===== config.mk =====
export PLATFORM = sky130hd
export DESIGN_NAME = nvm_indirect_port
export DESIGN_NICKNAME = d
export VERILOG_FILES = /design/src/rtl/nvm_ifc_pkg.sv /design/src/rtl/nvm_trigger_decode.sv /design/src/rtl/nvm_addr_map.sv /design/src/rtl/nvm_indirect_port.sv
export SDC_FILE = /design/constraint.sdc
export NUM_CORES = 1
export LEC_CHECK = 0
export BUFFER_PORTS_ARGS = -buffer_cell sky130_fd_sc_hd__buf_2
export CAP_MARGIN = 15
export CELL_PAD_IN_SITES_DETAIL_PLACEMENT = 0
export CELL_PAD_IN_SITES_GLOBAL_PLACEMENT = 1
export CORE_AREA = 2 2 98 100
export DETAILED_ROUTE_END_ITERATION = 16
export DIE_AREA = 0 0 100 102
export HOLD_SLACK_MARGIN = 0.06
export PLACE_DENSITY = 0.76
export SYNTH_ARGS = -nofsm -noshare
export SYNTH_HDL_FRONTEND = slang
export SYNTH_SLANG_ARGS = --single-unit

===== constraint.sdc =====
create_clock -name clk -period 2.15 [get_ports clk]
set_input_delay 0.1075 -clock clk [delete_from_list [all_inputs] [get_ports clk]]
set_output_delay 0.1075 -clock clk [all_outputs]
set_load 0.1 [all_outputs]

===== src/rtl/nvm_ifc_pkg.sv =====
package nvm_ifc_pkg;

    typedef enum logic [1:0] {
        OP_FETCH = 2'd0,
        OP_PROG  = 2'd1,
        OP_PAGE  = 2'd2,
        OP_MASS  = 2'd3
    } nvm_op_e;

    localparam logic [2:0] SEL_CTRL    = 3'd0;
    localparam logic [2:0] SEL_ADDR_LO = 3'd1;
    localparam logic [2:0] SEL_ADDR_HI = 3'd2;
    localparam logic [2:0] SEL_DATA    = 3'd3;
    localparam logic [2:0] SEL_STATUS  = 3'd4;

    localparam logic [2:0] WM_HOLD  = 3'b000;
    localparam logic [2:0] WM_PROG  = 3'b001;
    localparam logic [2:0] WM_ERASE = 3'b010;

    localparam logic [3:0] RM_BLOCK  = 4'b0001;
    localparam logic [3:0] RM_SINGLE = 4'b0010;

endpackage


===== src/rtl/nvm_trigger_decode.sv =====
module nvm_trigger_decode
    import nvm_ifc_pkg::*;
#(
    parameter int AW        = 16,
    parameter int DW        = 8,
    parameter int USER_TOP  = 32'h7E00,
    parameter int ERASE_KEY = 8'hA5
) (
    input  logic          data_wr,
    input  logic          data_rd,
    input  logic          busy,
    input  logic          valid,
    input  logic          scratch,
    input  logic [2:0]    wmode,
    input  logic [3:0]    rmode,
    input  logic [AW-1:0] addr,
    input  logic [DW-1:0] wdata,
    output logic          start,
    output nvm_op_e       op
);
    localparam logic [AW-1:0] MAGIC_A = AW'(USER_TOP - 2);
    localparam logic [AW-1:0] MAGIC_B = AW'(USER_TOP - 1);
    localparam logic [DW-1:0] KEY     = DW'(ERASE_KEY);

    logic magic_hit;
    assign magic_hit = !scratch && (addr == MAGIC_A || addr == MAGIC_B);

    always_comb begin
        start = 1'b0;
        op    = OP_FETCH;
        if (data_wr && !busy) begin
            case (wmode)
                WM_PROG: begin
                    start = 1'b1;
                    op    = OP_PROG;
                end
                WM_ERASE: begin
                    if (wdata == KEY) begin
                        start = 1'b1;
                        op    = magic_hit ? OP_MASS : OP_PAGE;
                    end
                end
                default: start = 1'b0;
            endcase
        end else if (data_rd && !busy) begin
            case (rmode)
                RM_BLOCK:  start = 1'b1;
                RM_SINGLE: start = !valid;
                default:   start = 1'b0;
            endcase
            op = OP_FETCH;
        end
    end
endmodule


===== src/rtl/nvm_addr_map.sv =====
module nvm_addr_map
    import nvm_ifc_pkg::*;
#(
    parameter int AW         = 16,
    parameter int SCR_AW     = 7,
    parameter int PAGE_BYTES = 512
) (
    input  logic          scratch,
    input  nvm_op_e       op,
    input  logic [AW-1:0] addr,
    output logic [AW-1:0] phys
);
    localparam logic [AW-1:0] PAGE_MASK = ~AW'(PAGE_BYTES - 1);

    always_comb begin
        if (scratch) begin
            if (op == OP_PAGE || op == OP_MASS) phys = '0;
            else                                phys = {{(AW-SCR_AW){1'b0}}, addr[SCR_AW-1:0]};
        end else begin
            case (op)
                OP_PAGE: phys = addr & PAGE_MASK;
                OP_MASS: phys = '0;
                default: phys = addr;
            endcase
        end
    end
endmodule


===== src/rtl/nvm_indirect_port.sv =====
module nvm_indirect_port
    import nvm_ifc_pkg::*;
#(
    parameter int AW         = 16,
    parameter int DW         = 8,
    parameter int SCR_AW     = 7,
    parameter int PAGE_BYTES = 512,
    parameter int USER_TOP   = 32'h7E00,
    parameter int ERASE_KEY  = 8'hA5
) (
    input  logic          clk,
    input  logic          rst_n,
    input  logic          reg_wr,
    input  logic          reg_rd,
    input  logic [2:0]    reg_sel,
    input  logic [DW-1:0] reg_wdata,
    output logic [DW-1:0] reg_rdata,
    output logic          mem_req,
    output logic [1:0]    mem_op,
    output logic          mem_space,
    output logic [AW-1:0] mem_addr,
    output logic [DW-1:0] mem_wdata,
    input  logic          mem_done,
    input  logic [DW-1:0] mem_rdata
);
    localparam int HI_W = AW - DW;

    typedef struct packed {
        logic [DW-1:0] ctrl;
        logic [AW-1:0] addr;
        logic [DW-1:0] data;
        logic          busy;
        logic          valid;
        logic          req;
        nvm_op_e       op;
        logic [AW-1:0] maddr;
        logic          space;
        logic [DW-1:0] mwdata;
    } st_t;

    st_t st_d, st_q;

    logic          scratch_sel;
    logic [2:0]    wmode;
    logic [3:0]    rmode;
    logic          data_wr, data_rd;
    logic          start;
    nvm_op_e       start_op;
    logic [AW-1:0] start_phys;

    assign scratch_sel = st_q.ctrl[7];
    assign wmode       = st_q.ctrl[6:4];
    assign rmode       = st_q.ctrl[3:0];
    assign data_wr     = reg_wr && reg_sel == SEL_DATA;
    assign data_rd     = reg_rd && !reg_wr && reg_sel == SEL_DATA;

    nvm_trigger_decode #(
        .AW(AW), .DW(DW), .USER_TOP(USER_TOP), .ERASE_KEY(ERASE_KEY)
    ) u_decode (
        .data_wr (data_wr),
        .data_rd (data_rd),
        .busy    (st_q.busy),
        .valid   (st_q.valid),
        .scratch (scratch_sel),
        .wmode   (wmode),
        .rmode   (rmode),
        .addr    (st_q.addr),
        .wdata   (reg_wdata),
        .start   (start),
        .op      (start_op)
    );

    nvm_addr_map #(
        .AW(AW), .SCR_AW(SCR_AW), .PAGE_BYTES(PAGE_BYTES)
    ) u_map (
        .scratch (scratch_sel),
        .op      (start_op),
        .addr    (st_q.addr),
        .phys    (start_phys)
    );

    always_comb begin
        st_d     = st_q;
        st_d.req = 1'b0;
        if (reg_wr) begin
            case (reg_sel)
                SEL_CTRL:    st_d.ctrl = reg_wdata;
                SEL_ADDR_LO: if (!st_q.busy) st_d.addr[DW-1:0] = reg_wdata;
                SEL_ADDR_HI: if (!st_q.busy) st_d.addr[AW-1:DW] = reg_wdata[HI_W-1:0];
                SEL_DATA:    if (!st_q.busy) st_d.data = reg_wdata;
                default:     st_d.ctrl = st_q.ctrl;
            endcase
        end
        if (data_rd) st_d.valid = 1'b0;
        if (start) begin
            st_d.req    = 1'b1;
            st_d.busy   = 1'b1;
            st_d.op     = start_op;
            st_d.maddr  = start_phys;
            st_d.space  = scratch_sel;
            st_d.mwdata = reg_wdata;
        end
        if (mem_done && st_q.busy) begin
            st_d.busy = 1'b0;
            if (st_q.op == OP_PROG) st_d.addr = st_q.addr + AW'(1);
            if (st_q.op == OP_FETCH) begin
                st_d.data  = mem_rdata;
                st_d.valid = 1'b1;
            end
        end
    end

    always_ff @(posedge clk or negedge rst_n) begin
        if (!rst_n) st_q <= '0;
        else        st_q <= st_d;
    end

    always_comb begin
        case (reg_sel)
            SEL_CTRL:    reg_rdata = st_q.ctrl;
            SEL_ADDR_LO: reg_rdata = st_q.addr[DW-1:0];
            SEL_ADDR_HI: reg_rdata = DW'(st_q.addr[AW-1:DW]);
            SEL_DATA:    reg_rdata = st_q.data;
            SEL_STATUS:  reg_rdata = DW'({st_q.valid, st_q.busy});
            default:     reg_rdata = '0;
        endcase
    end

    assign mem_req   = st_q.req;
    assign mem_op    = st_q.op;
    assign mem_space = st_q.space;
    assign mem_addr  = st_q.maddr;
    assign mem_wdata = st_q.mwdata;

    // busy persists until the memory reports completion
    a_r8_busy_holds: assert property (@(posedge clk) disable iff (!rst_n)
        (st_q.busy && !mem_done) |=> st_q.busy);

    // no fresh request while one is outstanding
    a_r8_no_req_while_busy: assert property (@(posedge clk) disable iff (!rst_n)
        (st_q.busy && !mem_req) |=> !mem_req);

    // operation address is held for the memory during the operation
    a_r3_addr_stable: assert property (@(posedge clk) disable iff (!rst_n)
        (st_q.busy && !mem_done) |=> $stable(mem_addr));

    // program completion advances the address by one
    a_r3_addr_advance: assert property (@(posedge clk) disable iff (!rst_n)
        (mem_done && st_q.busy && st_q.op == OP_PROG) |=> st_q.addr == $past(st_q.addr) + AW'(1));

    // every erase request was unlocked by the key byte
    a_r4_erase_keyed: assert property (@(posedge clk) disable iff (!rst_n)
        (mem_req && (st_q.op == OP_PAGE || st_q.op == OP_MASS)) |-> mem_wdata == DW'(ERASE_KEY));

    // whole-area erase never targets the scratch sector
    a_r5_mass_main_only: assert property (@(posedge clk) disable iff (!rst_n)
        (mem_req && st_q.op == OP_MASS) |-> !mem_space);

    // a finished fetch leaves unread data flagged
    a_r7_valid_on_fetch: assert property (@(posedge clk) disable iff (!rst_n)
        (mem_done && st_q.busy && st_q.op == OP_FETCH) |=> st_q.valid);
endmodule


==> results.md <==
- GP Congestion: 0.980
- Pins Over Slew Limit: 0
- Mean Syn Cell Area: 10.1 um^2
- Worst reg2reg startpoint: st_q[58]
- Reg2reg end: mem_addr[11]
- Hold_buf cts: 9
- Clock buffer count from CTS: 9
- Crit Path Category: reg -> reg
- Area share of the largest cell type after synthesis: between 40% and 50%
- Final hold viol count: 0
- Port Buffer Count: 59
- Clock Pin Slew Worst Setup and Hold Paths: roughly 70 ps
- Initial drt markers: 189
- CTS Sinks: 62
- Worst r2r path cells: 4
- TritonCTS clock tree: built
- Status: complete, no violations
- Synthesized Nets: 373
- Via density: roughly 5.4
- Total die area: 10200 um^2
- P&R area growth vs syn: 18.1%
- Tmin final: 2040 ps
- Syn. warnings: 0
- Gr ovfl total: 0
- Largest area contributor in the netlist: dfrtp_1
- Core Footprint: 9110 um^2
- Clk buf depth: 2
- Dominant cell by count in the synthesized netlist: dfrtp_1
- P_leak: 1.95 nW
- Starting Density: 38.4%
- Synth Register Bits: 62
- Sequential area share after synthesis: 44.4%
- Max-cap violations: 0
- Syn Inst Count: 347
- Clock root cell: clkbuf_8
- Largest net degree at the start of global routing: 37
- Cell total after placement: 501
- Startpoint types: register
- Hold Crit Endpoint: st_q[29]
- Detailed Place HPWL: 7210 um
- Peak supply drop: 0.711 mV
- Post-synth top cells: 62 x dfrtp_1, 40 x nand2_1, 26 x buf_4
- Post-route DRC: 0
- Number of flops mapped to enable cells by yosys: 0
- Power Density: roughly 1600 nW/um^2
- DR WL/cell: 18.3 um
- Via count: ~2.8k
- I/O Pins: 60
- Asr flop ratio synth: between 90% and 100%
- Synth area leaders: dfrtp_1 44%, buf_4 5.6%, nand2_1 4.3%
- GRT Total Usage: 20.1%
- Post-CTS setup buffers: 0
- H-tree Lvls: 3
- Final hold slack: 94.5 ps
- Setup crit start: st_q[58]
- Initial antenna violation count: 0
- F_max: 490 MHz
- Synth unique cells: just over 60
- RSZ-0062 raised after global routing: false
- Top FF cell, synth: dfrtp_1
- Min-delay src: mem_done
- Final wirelength: 9580 um
- Crit. End Element: register
- Fin nets: 436
- Final Setup Violations: 0
- ANT nets after route: 0
- Max_slew headroom: a little under three fifths
- Slew @ Worst Pin: 653 ps
- Critical Path AT: 2310 ps
- # rows: 35
- Post-CTS resize count: 0
- CP required: 2420 ps
- Router iterations before antenna repair: 4
- Hold WC Path Type: in -> reg
- # diodes: 0
- Chip height: 102 um
- Place WS: 139 ps
- End-of-flow core utilization: 45.3%
- Power Total: 6.53 mW
- Worst setup margin: 111 ps
- R2r setup slk: 110 ps
- Clock Latency Late Sink: approximately 340 ps
- Post-Syn Area: 3500 um^2
- Vias in the first global route: 2738
- Fin crit share: between 90% and 100%
- Share of cells above drive strength 1: about a third
- Clock Skew: 8.33 ps
- First-pass GRT wire length: ~15000 um
- Max FO, Critical Path: 5
- Chip width: 100 um
- Fin cells: 524
- Hold Path Cell Cnt: 3
[worst max-delay path by stage]
stage                         to  depth (start not counted)
floorplan           reg_rdata[0]                          5
global placement    mem_addr[10]                          5
detailed placement  mem_addr[11]                          4
CTS                 mem_addr[11]                          4
global route        mem_addr[11]                          4
finish              mem_addr[11]                          4
[kinds of logic (layout without fill, tap and decap cells)]
kind of cell,Yosys count,count (layout),share of synthesized area (%)
buffers and inverters,53,119,9.20
flip-flops,62,62,44.4
AND/OR/NAND/NOR,121,121,19.3
multiplexers,35,35,13.1
adder cells (fa/ha/maj),2,2,0.715
AO/OA/AOI/OAI,74,74,13.3
[report_power, final]
part	switching, mW	leakage [nW]	internal [mW]
Combinational	2.72	1.09	0.834
Clock	0.425	0.0914	0.499
Sequential	0.403	0.763	1.64
Total	3.55	1.95	2.98
[layout by cell type (no fill, tap or decap), drive strengths merged, types with 9 or more instances in the layout]
master and instances:
buf 87, dfrtp 62, nand2 40, a21oi 20, o21ai 20, mux2 20, nand3 14, nor2 14
clkbuf 13, mux2i 9, dlygate4sd3 9, inv 9
[flip-flops by register name, indices dropped and copies added, names as in the netlist]
name	flops
mem_space	1
mem_wdata	8
mem_op	2
st_q	29
scratch_sel	1
rmode	4
mem_addr	16
mem_req	1
[metrics by stage]
stage	instance area, um^2	setup TNS, ps
2_1_floorplan	3500	-1760
3_3_place_gp	3870	0
6_report	4130	0
4_1_cts	4130	0
3_5_place_dp	3870	0
5_1_grt	4130	0
[layer usage]
| metal | wire length (um) | track usage [%] | vias up | part of all wire (%) |
|---|---|---|---|---|
| li1 | - | - | 1356 | - |
| met1 | 4300 | 28.8 | 1368 | 45 |
| met2 | 4360 | 29.9 | 102 | 46 |
| met3 | 710 | 4.79 | 19 | 7.4 |
| met4 | 205 | 7.48 | 0 | 2.1 |
| met5 | 0 | 0 | - | 0 |
[critical path, cell delays in order (launching register included)]
cell	delay [ps]
dfrtp_1	420
or3_1	400
or4_1	500
a211oi_2	450
a22o_1	210
[area by class of cell]
class                           instances  area [um^2]
Sequential cell                        62         1550
Fill cell                             874         4980
Tap cell                              111          139
Timing Repair Buffer                   96          608
Clock inverter                          1         5.00
Multi-Input combinational cell        232         1620
Clock buffer                           13          169
Inverter                                9         33.8
(Power assumes the default switching activity.)
